File: src/rtl/vram_dec_pkg.sv
package vram_dec_pkg;
  typedef enum logic [1:0] {
    SEG_NONE = 2'd0,
    SEG_RAM  = 2'd1,
    SEG_IO   = 2'd2,
    SEG_ROM  = 2'd3
  } seg_e;

  typedef struct packed {
    logic own;
    logic rom;
    logic kbd;
    logic mwr;
    logic we;
  } sel_t;
endpackage

File: src/rtl/vram_seg_decode.sv
module vram_seg_decode
  import vram_dec_pkg::*;
(
  input  logic [1:0] seg,
  input  logic       rw,
  input  logic       e,
  input  logic       off_n,
  input  logic       win,
  input  logic       alias_bit,
  output sel_t       sel
);
  logic go;

  always_comb begin
    go  = e & off_n;
    sel = '0;
    unique case (seg_e'(seg))
      SEG_RAM: begin
        sel.own = go;
        sel.we  = go & ~rw & win & ~alias_bit;
      end
      SEG_IO: begin
        sel.kbd = go & rw;
        sel.mwr = go & ~rw;
      end
      SEG_ROM:  sel.rom = go;
      default:  sel = '0;
    endcase
  end
endmodule

File: src/rtl/vram_lo_latch.sv
module vram_lo_latch #(
  parameter int LO_W = 8
) (
  input  logic            clk,
  input  logic            rst,
  input  logic            e,
  input  logic            strobe,
  input  logic [LO_W-1:0] ad,
  output logic [LO_W-1:0] lat
);
  always_ff @(posedge clk) begin
    if (rst)                 lat <= '0;
    else if (!e && strobe)   lat <= ad;
  end
endmodule

File: src/rtl/vram_ram_steer.sv
module vram_ram_steer #(
  parameter int RAM_AW = 12,
  parameter int DEV_AW = 11,
  parameter int LO_W   = 8,
  localparam int MID_W = RAM_AW - LO_W,
  localparam int NDEV  = 1 << (RAM_AW - DEV_AW)
) (
  input  logic              own,
  input  logic [MID_W-1:0]  cpu_mid,
  input  logic [LO_W-1:0]   lat,
  input  logic [RAM_AW-1:0] vid,
  output logic [RAM_AW-1:0] addr,
  output logic [NDEV-1:0]   cs
);
  assign addr = own ? {cpu_mid, lat} : vid;

  for (genvar g = 0; g < NDEV; g++) begin : g_cs
    assign cs[g] = (addr[RAM_AW-1:DEV_AW] == (RAM_AW-DEV_AW)'(g));
  end
endmodule

File: src/rtl/vram_mode_reg.sv
module vram_mode_reg #(
  parameter int MODE_W = 6
) (
  input  logic              clk,
  input  logic              rst,
  input  logic              ld,
  input  logic [MODE_W-1:0] d,
  output logic [MODE_W-1:0] q
);
  always_ff @(posedge clk) begin
    if (rst)     q <= '0;
    else if (ld) q <= d;
  end
endmodule

File: src/rtl/vram_decode.sv
module vram_decode
  import vram_dec_pkg::*;
#(
  parameter int LO_W   = 8,
  parameter int RAM_AW = 12,
  parameter int DEV_AW = 11,
  parameter int MODE_W = 6,
  localparam int MID_W = RAM_AW - LO_W,
  localparam int NDEV  = 1 << (RAM_AW - DEV_AW)
) (
  input  logic              clk,
  input  logic              rst,
  input  logic [1:0]        cpu_seg,
  input  logic [MID_W:0]    cpu_amid,
  input  logic [LO_W-1:0]   cpu_ad,
  input  logic              cpu_rw,
  input  logic              e_phase,
  input  logic              addr_strobe,
  input  logic              ext_off_n,
  input  logic              wr_window,
  input  logic [RAM_AW-1:0] vid_addr,
  output logic [RAM_AW-1:0] ram_addr,
  output logic [NDEV-1:0]   ram_cs,
  output logic              ram_we,
  output logic              cpu_own,
  output logic              vid_off,
  output logic              rom_sel,
  output logic              kbd_rd,
  output logic              mode_wr,
  output logic [MODE_W-1:0] mode_q
);
  sel_t              sel;
  logic [LO_W-1:0]   lat;
  logic [RAM_AW-1:0] addr_n;
  logic [NDEV-1:0]   cs_n;

  vram_seg_decode u_dec (
    .seg       (cpu_seg),
    .rw        (cpu_rw),
    .e         (e_phase),
    .off_n     (ext_off_n),
    .win       (wr_window),
    .alias_bit (cpu_amid[MID_W]),
    .sel       (sel)
  );

  vram_lo_latch #(.LO_W(LO_W)) u_lat (
    .clk    (clk),
    .rst    (rst),
    .e      (e_phase),
    .strobe (addr_strobe),
    .ad     (cpu_ad),
    .lat    (lat)
  );

  vram_ram_steer #(.RAM_AW(RAM_AW), .DEV_AW(DEV_AW), .LO_W(LO_W)) u_steer (
    .own     (sel.own),
    .cpu_mid (cpu_amid[MID_W-1:0]),
    .lat     (lat),
    .vid     (vid_addr),
    .addr    (addr_n),
    .cs      (cs_n)
  );

  vram_mode_reg #(.MODE_W(MODE_W)) u_mode (
    .clk (clk),
    .rst (rst),
    .ld  (sel.mwr),
    .d   (cpu_ad[MODE_W-1:0]),
    .q   (mode_q)
  );

  always_ff @(posedge clk) begin
    if (rst) begin
      ram_addr <= '0;
      ram_cs   <= NDEV'(1);
      ram_we   <= 1'b0;
      cpu_own  <= 1'b0;
      vid_off  <= 1'b0;
      rom_sel  <= 1'b0;
      kbd_rd   <= 1'b0;
      mode_wr  <= 1'b0;
    end else begin
      ram_addr <= addr_n;
      ram_cs   <= cs_n;
      ram_we   <= sel.we;
      cpu_own  <= sel.own;
      vid_off  <= sel.own;
      rom_sel  <= sel.rom;
      kbd_rd   <= sel.kbd;
      mode_wr  <= sel.mwr;
    end
  end
endmodule

File: config.mk
export PLATFORM = sky130hd
export DESIGN_NAME = vram_decode
export DESIGN_NICKNAME = d
export VERILOG_FILES = /design/src/rtl/vram_dec_pkg.sv /design/src/rtl/vram_seg_decode.sv /design/src/rtl/vram_lo_latch.sv /design/src/rtl/vram_ram_steer.sv /design/src/rtl/vram_mode_reg.sv /design/src/rtl/vram_decode.sv
export SDC_FILE = /design/constraint.sdc
export NUM_CORES = 1
export LEC_CHECK = 0
export BUFFER_PORTS_ARGS = -buffer_cell sky130_fd_sc_hd__buf_2
export CORE_ASPECT_RATIO = 1.2
export CORE_UTILIZATION = 49
export CTS_CLUSTER_DIAMETER = 40
export DETAILED_ROUTE_END_ITERATION = 10
export PLACE_DENSITY = 0.83
export SKIP_CTS_REPAIR_TIMING = 1
export SLEW_MARGIN = 20
export SYNTH_ARGS = -nofsm -noshare
export SYNTH_HDL_FRONTEND = slang
export SYNTH_HIERARCHICAL = 1
export SYNTH_SLANG_ARGS = --single-unit
File: constraint.sdc
create_clock -name clk -period 2.2 [get_ports clk]
set_clock_uncertainty 0.2 [all_clocks]
set_input_delay 0.22 -clock clk [delete_from_list [all_inputs] [get_ports clk]]
set_output_delay 0.22 -clock clk [all_outputs]
set_load 0.005 [all_outputs]
---- Word level (Yosys, flattened, before mapping) ----
Index checks and enable logic that the tools add are counted.
storage, ports and cells
  register bits ........................... 33
  word-level logic and storage cells ...... 31
  input port bits ......................... 34
operators by class
  equal/unequal tests ..................... 3
  bitwise gates (word level) .............. 11
  reductions and logical operators ........ 5
  mux-type cells .......................... 3
operators with widths
  kind                number
  $mux 12             1
  $not 1->1           6
  $reduce_or 2->1     3
  $and 1x1->1         5
  $eq 2x2->1 const B  2
  $eq 2x1->1 const B  1
  $mux 1              2
  $logic_and 1x1->1   1
  $logic_not 1->1     1

---- Logic depth before layout (Yosys ltp) ----
Gate-level depths: netlist of the first run.
  depth in word-level cells ............... 4
  gate-level depth with buffers ........... 5

---- Modules after synthesis ----
Netlist of the first run, hierarchy kept.
modules (own cells, without submodules)
  module           cells each  times used  sequential area each (um^2)  area each (um^2)
  vram_decode      40          1           380.4                        528.0
  vram_lo_latch    34          1           160.2                        359.1
  vram_mode_reg    19          1           120.1                        214.0
  vram_ram_steer   15          1           0.0                          197.7
  vram_seg_decode  8           1           0.0                          45.0

---- Least setup slack after synthesis of the first run ----
Ideal clock, no wire load.
  kind .................................... input to register
  start ................................... input port cpu_seg[1]
  end ..................................... register ram_cs[1]
  buffers on the path ..................... 1
  cell stages on the path ................. 4
  path slack .............................. 0.717 ns
  data required time ...................... 1.886 ns
  data arrival time ....................... 1.169 ns
  cell sequence ........................... and4b_1 -> mux2_2 -> buf_4 -> and2b_1
on the way
  longest elaborated chain between the ends .. 3
ends and longest elaborated chain
  element               line                   RTL
  start, declared       vram_decode.sv:13      input logic [1:0] cpu_seg,
  $eq 2x1->1            vram_seg_decode.sv:17  unique case (seg_e'(seg))
  $mux 1                vram_seg_decode.sv:17
  $mux 12               vram_ram_steer.sv:15   assign addr = own ? {cpu_mid, lat} : vid;
  via addr_n[11]        vram_decode.sv:34      logic [RAM_AW-1:0] addr_n;
  end signal, assigned  vram_decode.sv:85      ram_cs <= cs_n;
  end, declared         vram_decode.sv:23      output logic [NDEV-1:0] ram_cs,
The timed path passes the listed nets, and every way through them passes these cells.
A chain may end at the register's enable or synchronous reset.

==> results of run 1 <==
## Yosys cell counts
master	instances	area (µm²)
sky130_fd_sc_hd__dfxtp_1	33	660.6
sky130_fd_sc_hd__buf_6	3	33.78
sky130_fd_sc_hd__inv_1	1	3.750
sky130_fd_sc_hd__or2_1	1	6.260
sky130_fd_sc_hd__and3_1	1	6.260
sky130_fd_sc_hd__nand3_1	1	5.000
sky130_fd_sc_hd__o21ai_2	1	8.760
sky130_fd_sc_hd__nor3b_1	1	7.510
sky130_fd_sc_hd__nand2b_1	8	50.05
sky130_fd_sc_hd__nor2b_1	10	62.56
sky130_fd_sc_hd__mux2i_1	7	70.07
sky130_fd_sc_hd__o21ai_1	7	35.03
sky130_fd_sc_hd__and4b_1	1	10.01
sky130_fd_sc_hd__buf_4	2	15.01
sky130_fd_sc_hd__nor3_1	1	5.000
sky130_fd_sc_hd__mux2_2	3	33.78
sky130_fd_sc_hd__nor2_1	8	30.03
sky130_fd_sc_hd__nand4bb_1	8	90.09
sky130_fd_sc_hd__and2b_1	8	60.06
sky130_fd_sc_hd__and2b_4	1	10.01
sky130_fd_sc_hd__buf_2	1	5.000
sky130_fd_sc_hd__mux2_4	9	135.1
## stage by stage
| stage | cell area [µm²] | total power, W |
|---|---|---|
| after floorplan | 1344 | 0.0007110 |
| after global placement | 1642 | 0.0007646 |
| after detailed placement | 1642 | 0.0007714 |
| after CTS | 1697 | 0.001093 |
| after global routing | 1767 | 0.001147 |
| final | 1767 | 0.001092 |
## per-layer routing
metal,GRT usage (%),vias up
li1,-,529
met1,19.26,473
met2,35.91,42
met3,8.974,4
met4,7.347,0
met5,0,-
## cell usage in the layout (no fill, tap or decap)
| cell type | instances |
|---|---|
| sky130_fd_sc_hd__and2b_1 | 8 |
| sky130_fd_sc_hd__and2b_4 | 1 |
| sky130_fd_sc_hd__and3_1 | 1 |
| sky130_fd_sc_hd__and4b_1 | 1 |
| sky130_fd_sc_hd__buf_2 | 59 |
| sky130_fd_sc_hd__buf_4 | 2 |
| sky130_fd_sc_hd__clkbuf_1 | 1 |
| sky130_fd_sc_hd__clkbuf_4 | 5 |
| sky130_fd_sc_hd__clkbuf_8 | 1 |
| sky130_fd_sc_hd__dfxtp_1 | 33 |
| sky130_fd_sc_hd__dlygate4sd3_1 | 7 |
| sky130_fd_sc_hd__inv_1 | 1 |
| sky130_fd_sc_hd__mux2_2 | 3 |
| sky130_fd_sc_hd__mux2_4 | 9 |
| sky130_fd_sc_hd__mux2i_1 | 7 |
| sky130_fd_sc_hd__nand2b_1 | 8 |
| sky130_fd_sc_hd__nand3_1 | 1 |
| sky130_fd_sc_hd__nand4bb_1 | 8 |
| sky130_fd_sc_hd__nor2_1 | 8 |
| sky130_fd_sc_hd__nor2b_1 | 10 |
| sky130_fd_sc_hd__nor3_1 | 1 |
| sky130_fd_sc_hd__nor3b_1 | 1 |
| sky130_fd_sc_hd__o21ai_1 | 7 |
| sky130_fd_sc_hd__o21ai_2 | 1 |
| sky130_fd_sc_hd__or2_1 | 1 |
## worst min path at each step
stage          slack (ps)            to          from
6_report              -20   u_mode/q[2]     cpu_ad[2]
5_1_grt                10   ram_addr[0]   vid_addr[0]
4_1_cts               -50   u_mode/q[3]     cpu_ad[3]
3_5_place_dp          260  u_lat/lat[5]  u_lat/lat[5]
3_3_place_gp          250  u_lat/lat[0]  u_lat/lat[0]
2_1_floorplan          90   ram_addr[0]           rst
## cell type report
class / count / area (µm²) / area share, %
timing repair buffer: 68 / 380.4 / 21.53
tap: 33 / 41.29 / 2.337
inverter: 1 / 3.754 / 0.2125
sequential: 33 / 660.6 / 37.39
clock buffer: 7 / 55.05 / 3.116
multi-input combinational: 76 / 625.6 / 35.41
## critical path, cell delays in order
cell,delay (ps)
sky130_fd_sc_hd__buf_2,160
sky130_fd_sc_hd__and4b_1,210
sky130_fd_sc_hd__buf_4,240
sky130_fd_sc_hd__mux2_2,370
sky130_fd_sc_hd__and2b_1,160
## state kept, by name (all words and copies together) (netlist names)
| signal | cells |
|---|---|
| rom_sel | 1 |
| u_lat/lat | 8 |
| u_mode/q | 6 |
| kbd_rd | 1 |
| ram_addr | 12 |
| ram_cs | 2 |
| vid_off | 1 |
| mode_wr | 1 |
| ram_we | 1 |
## report_power, final
part	internal [W]	switching [W]	total [W]	leakage, nW
Clock	0.000151	0.000175	0.000326	0.0314
Combinational	0.0000842	0.0000521	0.000136	0.542
Sequential	0.000621	0.00000792	0.000629	0.271
Total	0.000856	0.000235	0.00109	0.845
## kinds of logic after synthesis
| group | Yosys count | share of synthesized area, % |
|---|---|---|
| buffers and inverters | 7 | 4.282 |
| AND/OR/NAND/NOR | 49 | 25.51 |
| flip-flops | 33 | 49.16 |
| AO/OA/AOI/OAI | 8 | 3.259 |
| multiplexers | 19 | 17.78 |
==> impl_metrics.sql, run 1 <==
INSERT INTO impl_metrics (metric_group, metric, value, unit) VALUES
('floorplan', 'initial_cell_density_of_the_core', '52.14', '%'),
('synthesis', 'syn_area_per_cell', '11.58', 'µm²'),
('run_status', 'outcome', 'finished with violations', ''),
('place', 'worst_slack_after_detailed_placement', '507.3', 'ps'),
('synthesis', 'synth_seq_area_share', '49.16', '%'),
('worst_setup_path', 'timing.critical_path.fanout_max', '15', ''),
('route', 'post_drt_via_cell_ratio', '4.807', ''),
('global_route', 'initial_antenna_violation_count', '0', ''),
('worst_setup_path', 'reg2regPathDepth', '2', ''),
('floorplan', 'die_height', '59.37', 'µm'),
('timing', 'setup_total_negative_slack', '0', 'ps'),
('clocking', 'h_tree_levels', '2', ''),
('global_route', 'global_route.usage.total', '19.62', '%'),
('route', 'met2_wirelength', '1345', 'µm'),
('route', 'drt_iter0_drc', '8', ''),
('clocking', 'clk_pin_slew', '90', 'ps'),
('worst_setup_path', 'crit_end', 'ram_cs[1]', ''),
('clocking', 'clkLatencyLatePin', '320', 'ps'),
('route', 'dr.max_layer_used', 'met4', ''),
('worst_setup_path', 'required', '2220', 'ps'),
('floorplan', 'rows', '20', ''),
('place', 'dp_cells', '204', ''),
('worst_setup_path', 'cp-start-kind', 'input port', ''),
('global_route', 'global_route_wire_length_before_repair', '4271', 'µm'),
('synthesis', 'syn_inst', '116', ''),
('timing', 'fin_ws', '852.3', 'ps'),
('pwr', 'power.density', '617.9', 'nW/µm²'),
('layout', 'fin_cells', '218', ''),
('synthesis', 'synthesis.area', '1344', 'µm²'),
('route', 'routed_wl', '2527', 'µm'),
('run_status', 'violations', 'hold timing', ''),
('place', 'place.gp.congestion', '0.7598', ''),
('worst_setup_path', 'critical_path_class', 'input port to flip-flop', ''),
('timing', 'headroom_to_the_max_slew_limit', '63.73', '%'),
('worst_setup_path', 'rrSetupSlack', '1170', 'ps'),
('route', 'drc', '0', ''),
('worst_setup_path', 'critical_path_arrival', '1370', 'ps'),
('pwr', 'irDropWorstVdd', '0.4716', 'mV'),
('timing', 'final_min_period_over_clock_period', '61.26', '%'),
('floorplan', 'pin_count', '60', ''),
('clocking', 'numCtsBuffers', '5', ''),
('hold_path', 'worst_min_path_class', 'input port to flip-flop', ''),
('timing', 'number_of_endpoints_with_negative_hold_slack_in_the_final_report', '1', ''),
('timing', 'setup_viol', '0', ''),
('layout', 'drive_above_1_share', '43.78', '%'),
('floorplan', 'fp.dieW', '49.81', 'µm'),
('pwr', 'power.static_leakage', '0.8445', 'nW'),
('route', 'drt_pre_antenna_iters', '4', ''),
('job', 'max-cap-violations', '0', ''),
('layout', 'postLayoutCoreUtil', '68.54', '%'),
('route', 'm1WireLength', '986', 'µm'),
('synthesis', 'yosys_warnings', '6', ''),
('floorplan', 'design.core.area', '2577', 'µm²'),
('global_route', 'via_count_of_the_first_global_routing_pass', '1046', ''),
('timing', 'period_minus_slack', '1348', 'ps'),
('timing', 'grt_setup_unrepaired', 'false', ''),
('place', 'input_output_buffers', '59', ''),
('clocking', 'clock-root-buffer', 'sky130_fd_sc_hd__clkbuf_4', ''),
('hold_path', 'min_path_cells', '3', ''),
('route', 'route.antenna.remaining_nets', '0', ''),
('timing', 'fmaxAchievable', '0.7420', 'GHz'),
('global_route', 'grt_overflow_total', '0', ''),
('layout', 'num-nets-final', '219', ''),
('worst_setup_path', 'timing.rr.start', 'u_lat/lat[6]', ''),
('layout', 'antenna_cells', '0', ''),
('synthesis', 'ys_ff_latch', '33', ''),
('clocking', 'cts.path.max_buffers', '2', ''),
('worst_setup_path', 'timing.rr.end', 'ram_addr[6]', ''),
('timing', 'final.hold.worst_slack', '-21.15', 'ps'),
('route', 'dr_total_vias', '1048', ''),
('layout', 'area_growth_syn_to_layout', '31.47', '%'),
('worst_setup_path', 'sort_of_element_at_the_end_of_the_critical_path', 'flip-flop', ''),
('route', 'route.detailed.wl_per_inst', '11.59', 'µm'),
('clocking', 'cts_tree', 'yes', ''),
('timing', 'slew_viol_final', '0', ''),
('place', 'hpwl', '1908', 'µm'),
('timing', 'tightest_slew', '544.0', 'ps'),
('floorplan', 'die_area', '2957', 'µm²'),
('synthesis', 'synth.net_count', '150', ''),
('worst_setup_path', 'cp-startpoint', 'e_phase', ''),
('clocking', 'clock-sinks', '33', ''),
('route', 'met3RoutedLength', '167', 'µm'),
('global_route', 'grt_max_degree', '42', ''),
('layout', 'fillCellCount', '196', ''),
('synthesis', 'netlist-cell-type-count', '22', '');
Power figures use the tool's default switching activity.
==> run 2, diff against run 1 <==
ABC_AREA = 1   (was unset)
CORE_UTILIZATION = 42   (was 49)
PLACE_DENSITY = 0.75   (was 0.83)
clock period = 1.19 ns   (was 2.2 ns; I/O delays follow)
==> run 2 against run 1 <==
  * The flow finishes with violations (hold timing, setup timing)
  * Cell area up 20%
  * Total power up 98%
  * Flip-flop and latch count unchanged
  * Global-route usage down 3.0 points
  * Cell count up 59%
  * Sequential share of layout area down 6.2 points
  * Via count up 40%
  * Register-to-register slack worse by 820 ps
  * Wire length up 35%
==> impl_metrics.sql, run 2 <==
INSERT INTO impl_metrics (metric_group, metric, value, unit) VALUES
('route', 'drc', '0', ''),
('synthesis', 'post_synth_main_area_contributors', 'sky130_fd_sc_hd__dfxtp_1 (47%), sky130_fd_sc_hd__nand2_1 (17%), sky130_fd_sc_hd__nor2_1 (13%), sky130_fd_sc_hd__inv_1 (12%), sky130_fd_sc_hd__nand3_1 (3.2%)', ''),
('timing', 'final.hold.worst_slack', '-18.54', 'ps'),
('clocking', 'clkLatencyLatePin', '320', 'ps'),
('synthesis', 'ys_ff_latch', '33', ''),
('worst_setup_path', 'timing.rr.end', 'ram_addr[3]', ''),
('synthesis', 'post_synth_mux_area_share', '0', '%'),
('floorplan', 'die_height', '65.50', 'µm'),
('route', 'route.detailed.wl_per_inst', '9.867', 'µm'),
('synthesis', 'synth_compound_gate_area_share', '0', '%'),
('worst_setup_path', 'timing.rr.start', 'u_lat/lat[3]', ''),
('layout', 'drive_above_1_share', '25.16', '%'),
('synthesis', 'post_synthesis_xor_xnor_area_fraction', '0', '%'),
('synthesis', 'synth.net_count', '246', ''),
('synthesis', 'synthSimpleGateAreaFrac', '35.11', '%'),
('hold_path', 'hold_start', 'rst', ''),
('timing', 'tightest_slew', '372.0', 'ps'),
('timing', 'period_minus_slack', '1297', 'ps'),
('pwr', 'report.power.total', '0.002162', 'W'),
('timing', 'fin_ws', '-107.2', 'ps'),
('synthesis', 'syn_inst', '212', ''),
('route', 'drt_pre_antenna_iters', '4', ''),
('layout', 'largest_register_ff_count', '12', ''),
('floorplan', 'initial_cell_density_of_the_core', '44.98', '%'),
('worst_setup_path', 'path_delay_family', 'buffers and inverters', ''),
('worst_setup_path', 'crit_buf_inv', '4', ''),
('clocking', 'cts_tree', 'yes', ''),
('synthesis', 'yosys_warnings', '6', ''),
('worst_setup_path', 'cpMostUsedCell', 'sky130_fd_sc_hd__inv_1', ''),
('route', 'post_drt_via_cell_ratio', '4.240', ''),
('synthesis', 'most_frequent_cell_after_synthesis', 'sky130_fd_sc_hd__nand2_1', ''),
('global_route', 'via_count_of_the_first_global_routing_pass', '1147', ''),
('worst_setup_path', 'critical_path_class', 'input port to flip-flop', ''),
('layout', 'biggestRegsByFlops', 'ram_addr: 12 flops, u_lat/lat: 8 flops, u_mode/q: 6 flops', ''),
('timing', 'fmaxAchievable', '0.7709', 'GHz'),
('layout', 'antenna_cells', '0', ''),
('clocking', 'clock-root-buffer', 'sky130_fd_sc_hd__clkbuf_4', ''),
('pwr', 'power.density', '1020', 'nW/µm²'),
('layout', 'layout.cells.most_common_list', 'sky130_fd_sc_hd__nand2_1 (64), sky130_fd_sc_hd__buf_2 (59), sky130_fd_sc_hd__nor2_1 (47), sky130_fd_sc_hd__inv_1 (43)', ''),
('worst_setup_path', 'critical-path-max-stage-delay', '570', 'ps'),
('synthesis', 'synthDominantAreaCellType', 'sky130_fd_sc_hd__dfxtp_1', ''),
('synthesis', 'synth_fa_ha_area_share', '0', '%'),
('worst_setup_path', 'worstPathCellList', 'buf_2 > inv_1 > nand2_1 > dlygate4sd3_1 > nor3_1 > inv_1 > nor2_1', ''),
('global_route', 'global_route_wire_length_before_repair', '4360', 'µm'),
('place', 'hpwl', '2001', 'µm'),
('run_status', 'violations', 'hold timing, setup timing', ''),
('worst_setup_path', 'rrSetupSlack', '350', 'ps'),
('job', 'max-cap-violations', '0', ''),
('layout', 'num-nets-final', '344', ''),
('layout', 'area_growth_syn_to_layout', '50.18', '%'),
('floorplan', 'design.core.area', '3138', 'µm²'),
('floorplan', 'die_area', '3597', 'µm²'),
('floorplan', 'fp.dieW', '54.92', 'µm'),
('timing', 'final_min_period_over_clock_period', '109.0', '%'),
('clocking', 'cts.path.max_buffers', '2', ''),
('synthesis', 'synthesis.area', '1411', 'µm²'),
('place', 'input_output_buffers', '59', ''),
('pwr', 'irDropWorstVdd', '0.8538', 'mV'),
('layout', 'multi_input_gate_area', '495.5', 'µm²'),
('timing', 'headroom_to_the_max_slew_limit', '75.12', '%'),
('route', 'routed_wl', '3414', 'µm'),
('global_route', 'grt_max_degree', '14', ''),
('layout', 'final_common_cell', 'sky130_fd_sc_hd__nand2_1', ''),
('clocking', 'h_tree_levels', '2', ''),
('timing', 'slew_viol_final', '0', ''),
('worst_setup_path', 'cp-start-kind', 'input port', ''),
('floorplan', 'rows', '22', ''),
('worst_setup_path', 'sort_of_element_at_the_end_of_the_critical_path', 'flip-flop', ''),
('route', 'dr_total_vias', '1467', ''),
('synthesis', 'synth_seq_area_share', '46.81', '%'),
('layout', 'fillCellCount', '283', ''),
('synthesis', 'synthDominantCellAreaShare', '46.81', '%'),
('worst_setup_path', 'timing.critical_path.fanout_max', '2', ''),
('global_route', 'initial_antenna_violation_count', '0', ''),
('place', 'place.gp.congestion', '0.8238', ''),
('global_route', 'grt_overflow_total', '0', ''),
('hold_path', 'hold_end', 'u_mode/q[3]', ''),
('worst_setup_path', 'critical_path_arrival', '1350', 'ps'),
('synthesis', 'netlist-cell-type-count', '12', ''),
('synthesis', 'main_combinational_cell_family_by_area_after_synthesis', 'simple AND/OR/NAND/NOR gates', ''),
('floorplan', 'pin_count', '60', ''),
('synthesis', 'synth_enable_flop_cells', '0', ''),
('clocking', 'numCtsBuffers', '5', ''),
('pwr', 'power.static_leakage', '1.222', 'nW'),
('timing', 'setup_viol', '1', ''),
('hold_path', 'worst_min_path_class', 'input port to flip-flop', ''),
('layout', 'register_with_the_most_flip_flops', 'ram_addr', ''),
('clocking', 'clk_pin_slew', '110', 'ps'),
('hold_path', 'min_path_cells', '4', ''),
('worst_setup_path', 'required', '1250', 'ps'),
('synthesis', 'ys_flop_type', 'sky130_fd_sc_hd__dfxtp_1', ''),
('route', 'route.antenna.remaining_nets', '0', ''),
('layout', 'postLayoutCoreUtil', '67.54', '%'),
('run_status', 'outcome', 'finished with violations', ''),
('route', 'drt_iter0_drc', '35', ''),
('worst_setup_path', 'critPathSlowestCell', 'sky130_fd_sc_hd__dlygate4sd3_1', ''),
('clocking', 'clock-sinks', '33', ''),
('worst_setup_path', 'reg2regPathDepth', '4', ''),
('synthesis', 'netlist_top_cells_count', 'sky130_fd_sc_hd__nand2_1 (64), sky130_fd_sc_hd__nor2_1 (47), sky130_fd_sc_hd__inv_1 (44)', ''),
('synthesis', 'syn_area_per_cell', '6.657', 'µm²'),
('timing', 'number_of_endpoints_with_negative_hold_slack_in_the_final_report', '14', ''),
('synthesis', 'async_reset_ff_share', '0', '%'),
('layout', 'seq_area', '660.6', 'µm²'),
('global_route', 'global_route.usage.total', '16.57', '%');
==> run 2: worst max-delay path by stage <==
| stage | startpoint | endpoint | slack (ps) | depth (start not counted) |
|---|---|---|---|---|
| 2_1_floorplan | e_phase | ram_cs[1] | 10 | 10 |
| 3_3_place_gp | e_phase | ram_addr[11] | 20 | 10 |
| 3_5_place_dp | e_phase | ram_addr[11] | -20 | 10 |
| 4_1_cts | u_mode/q[0] | mode_q[0] | 70 | 1 |
| 5_1_grt | cpu_seg[0] | kbd_rd | -160 | 7 |
| 6_report | cpu_seg[0] | kbd_rd | -110 | 7 |
==> run 2: area by class of cell <==
class / instances / share of cell area (%)
tap: 36 / 2.125
multi-input combinational: 125 / 23.38
clock buffer: 7 / 2.597
inverter: 46 / 8.146
timing repair buffer: 99 / 32.59
sequential: 33 / 31.17
==> run 2: layer usage <==
metal  up-vias  global-route usage, %  routed length [µm]
met5         -                      0                   0
met4         0                  4.688                  55
met1       604                  17.52                1398
met2        63                  29.22                1785
met3         6                  6.481                 175
li1        794                      -                   -
==> run 2: cell families (layout without fill, tap and decap cells) <==
logic type             count (synthesis)  after routing
buffers and inverters                 54            152
flip-flops                            33             33
AND/OR/NAND/NOR                      125            125
==> run 2: worst reg2reg max path, cell delays in order, from the launching register on <==
cell	delay [ps]
sky130_fd_sc_hd__dfxtp_1	330
sky130_fd_sc_hd__nand2_1	60
sky130_fd_sc_hd__nand2_1	50
sky130_fd_sc_hd__inv_1	40
sky130_fd_sc_hd__nor2_1	30
==> run 2: power by group <==
group          internal (W)  switching, W
clock network      0.000279      0.000348
logic              0.000198      0.000165
registers           0.00116     0.0000163
==> run 2: metrics by stage <==
stage | instances | worst slack, ps | setup TNS (ps) | instance area (µm²) | hold slack [ps]
2_1_floorplan | 212 | 12.23 | 0 | 1411 | 97.12
3_3_place_gp | 306 | 15.48 | 0 | 1734 | 216.0
3_5_place_dp | 306 | -21.26 | -41.64 | 1734 | 220.9
4_1_cts | 313 | 72.70 | 0 | 1789 | -124.8
5_1_grt | 346 | -155.8 | -155.8 | 2120 | -7.770
6_report | 346 | -107.2 | -107.2 | 2120 | -18.54
==> run 3, diff against run 2 <==
RECOVER_POWER = 100   (was unset)
==> run 3 against run 2 <==
  * The run still ends with hold timing, setup timing left
  * Register-to-register slack hardly changed
  * Die area stayed put
  * Combinational power down 2%
  * Critical endpoint unchanged
==> impl_metrics.sql, run 3 (synthesis gave the netlist of run 2 again) <==
INSERT INTO impl_metrics (metric_group, metric, value, unit) VALUES
('run_status', 'outcome', 'finished with violations', ''),
('run_status', 'violations', 'hold timing, setup timing', ''),
('layout', 'largest_register_ff_count', '12', ''),
('global_route', 'initial_antenna_violation_count', '0', ''),
('place', 'hpwl', '2001', 'µm'),
('clocking', 'h_tree_levels', '2', ''),
('floorplan', 'design.core.area', '3138', 'µm²'),
('timing', 'slew_viol_final', '0', ''),
('layout', 'final_common_cell', 'sky130_fd_sc_hd__nand2_1', ''),
('clocking', 'cts_tree', 'yes', ''),
('route', 'met3RoutedLength', '161', 'µm'),
('timing', 'number_of_endpoints_with_negative_hold_slack_in_the_final_report', '12', ''),
('layout', 'num-nets-final', '344', ''),
('route', 'drc', '0', ''),
('layout', 'final_area', '2100', 'µm²'),
('worst_setup_path', 'critPathSlowestCell', 'sky130_fd_sc_hd__dlygate4sd3_1', ''),
('route', 'dr.max_layer_used', 'met4', ''),
('global_route', 'grt_max_degree', '14', ''),
('global_route', 'via_count_of_the_first_global_routing_pass', '1147', ''),
('clocking', 'cts.path.max_buffers', '2', ''),
('worst_setup_path', 'sort_of_element_at_the_end_of_the_critical_path', 'flip-flop', ''),
('route', 'route.antenna.remaining_nets', '0', ''),
('layout', 'postLayoutCoreUtil', '66.91', '%'),
('pwr', 'power.density', '1029', 'nW/µm²'),
('floorplan', 'initial_cell_density_of_the_core', '44.98', '%'),
('route', 'route.detailed.wl_per_inst', '9.902', 'µm'),
('layout', 'drive_above_1_share', '20.00', '%'),
('place', 'detailed_place.area', '1734', 'µm²'),
('timing', 'tightest_slew', '368.6', 'ps'),
('global_route', 'grt_overflow_total', '0', ''),
('worst_setup_path', 'timing.critical_path.fanout_max', '2', ''),
('job', 'max-cap-violations', '0', ''),
('route', 'dr_total_vias', '1460', ''),
('layout', 'antenna_cells', '0', ''),
('timing', 'setup_viol', '1', ''),
('pwr', 'report.power.total', '0.002160', 'W'),
('pwr', 'power.static_leakage', '1.169', 'nW'),
('pwr', 'irDropWorstVdd', '0.8553', 'mV'),
('worst_setup_path', 'critical-path-max-stage-delay', '570', 'ps'),
('clocking', 'clock-sinks', '33', ''),
('route', 'm1WireLength', '1444', 'µm'),
('route', 'drt_pre_antenna_iters', '4', ''),
('clocking', 'clk_pin_slew', '110', 'ps'),
('floorplan', 'fp.dieW', '54.92', 'µm'),
('clocking', 'clock-root-buffer', 'sky130_fd_sc_hd__clkbuf_4', ''),
('place', 'place.gp.congestion', '0.8238', ''),
('global_route', 'global_route_wire_length_before_repair', '4360', 'µm'),
('layout', 'area_growth_syn_to_layout', '48.76', '%'),
('worst_setup_path', 'crit_buf_inv', '4', ''),
('route', 'routed_wl', '3426', 'µm'),
('floorplan', 'pin_count', '60', ''),
('worst_setup_path', 'critical_path_arrival', '1300', 'ps'),
('timing', 'final.hold.worst_slack', '-16.19', 'ps'),
('worst_setup_path', 'cp-start-kind', 'input port', ''),
('worst_setup_path', 'critical_path_class', 'input port to flip-flop', ''),
('layout', 'layout.cells.most_common_list', 'sky130_fd_sc_hd__nand2_1 (64), sky130_fd_sc_hd__nor2_1 (47), sky130_fd_sc_hd__inv_1 (43), sky130_fd_sc_hd__buf_2 (42)', ''),
('worst_setup_path', 'worstPathCellList', 'clkbuf_1 > inv_1 > nand2_1 > dlygate4sd3_1 > nor3_1 > inv_1 > nor2_1', ''),
('worst_setup_path', 'path_delay_family', 'buffers and inverters', ''),
('place', 'worst_slack_after_detailed_placement', '-21.26', 'ps'),
('timing', 'final_min_period_over_clock_period', '103.9', '%'),
('route', 'post_drt_via_cell_ratio', '4.220', ''),
('hold_path', 'worst_min_path_class', 'input port to flip-flop', ''),
('place', 'input_output_buffers', '59', ''),
('route', 'met2_wirelength', '1753', 'µm'),
('worst_setup_path', 'cpMostUsedCell', 'sky130_fd_sc_hd__inv_1', ''),
('clocking', 'clkLatencyLatePin', '330', 'ps'),
('timing', 'fin_ws', '-46.68', 'ps'),
('clocking', 'numCtsBuffers', '5', ''),
('layout', 'fillCellCount', '292', ''),
('timing', 'headroom_to_the_max_slew_limit', '75.34', '%'),
('global_route', 'global_route.usage.total', '16.57', '%'),
('floorplan', 'die_area', '3597', 'µm²'),
('timing', 'fmaxAchievable', '0.8086', 'GHz'),
('layout', 'register_with_the_most_flip_flops', 'ram_addr', ''),
('timing', 'period_minus_slack', '1237', 'ps'),
('floorplan', 'rows', '22', ''),
('floorplan', 'die_height', '65.50', 'µm'),
('route', 'drt_iter0_drc', '32', ''),
('layout', 'biggestRegsByFlops', 'ram_addr: 12 flops, u_lat/lat: 8 flops, u_mode/q: 6 flops', ''),
('worst_setup_path', 'required', '1250', 'ps');
## run 3: cell count changes in the layout (fill, tap and decap cells not counted)
cell / before / now
sky130_fd_sc_hd__buf_2: 59 / 42
sky130_fd_sc_hd__clkbuf_1: 1 / 17
sky130_fd_sc_hd__clkbuf_2: 0 / 1
## run 3: cell type report
| type | count | area, µm² | share of cell area, % |
|---|---|---|---|
| Clock buffer | 7 | 55.05 | 2.622 |
| Inverter | 46 | 172.7 | 8.224 |
| Multi-Input combinational cell | 125 | 495.5 | 23.60 |
| Sequential cell | 33 | 660.6 | 31.47 |
| Tap cell | 36 | 45.04 | 2.145 |
| Timing Repair Buffer | 99 | 670.6 | 31.94 |
## run 3: layer usage
metal | vias up | track usage (%)
met1 | 608 | 17.52
met4 | 0 | 4.688
met2 | 49 | 29.22
met5 | - | 0
li1 | 795 | -
met3 | 8 | 6.481
## run 3: power breakdown
group | switching, W | total, W | leakage [nW] | internal, W
registers | 0.0000171 | 0.00117 | 0.272 | 0.00116
logic | 0.000166 | 0.000357 | 0.866 | 0.000191
clock network | 0.000351 | 0.000630 | 0.0314 | 0.000279
total | 0.000534 | 0.00216 | 1.17 | 0.00163
## run 3: worst paths after layout
check               start     endpoint  slack, ps  depth (start not counted)
max reg2reg  u_lat/lat[3]  ram_addr[3]        350                          4
max            cpu_seg[0]       kbd_rd        -50                          7
min reg2reg   u_mode/q[1]  u_mode/q[1]        280                          2
min                   rst  u_mode/q[3]        -20                          4
## run 3: worst min-delay path, cell delays in order
cell and delay (ps):
sky130_fd_sc_hd__buf_2 130, sky130_fd_sc_hd__inv_1 110, sky130_fd_sc_hd__nand2_1 80, sky130_fd_sc_hd__nor2_1 30
## run 3: per-stage QoR
stage | std cells | TNS, ps
floorplan | 212 | 0
global placement | 306 | 0
detailed placement | 306 | -41.64
CTS | 313 | 0
global route | 346 | -140.5
finish | 346 | -46.68
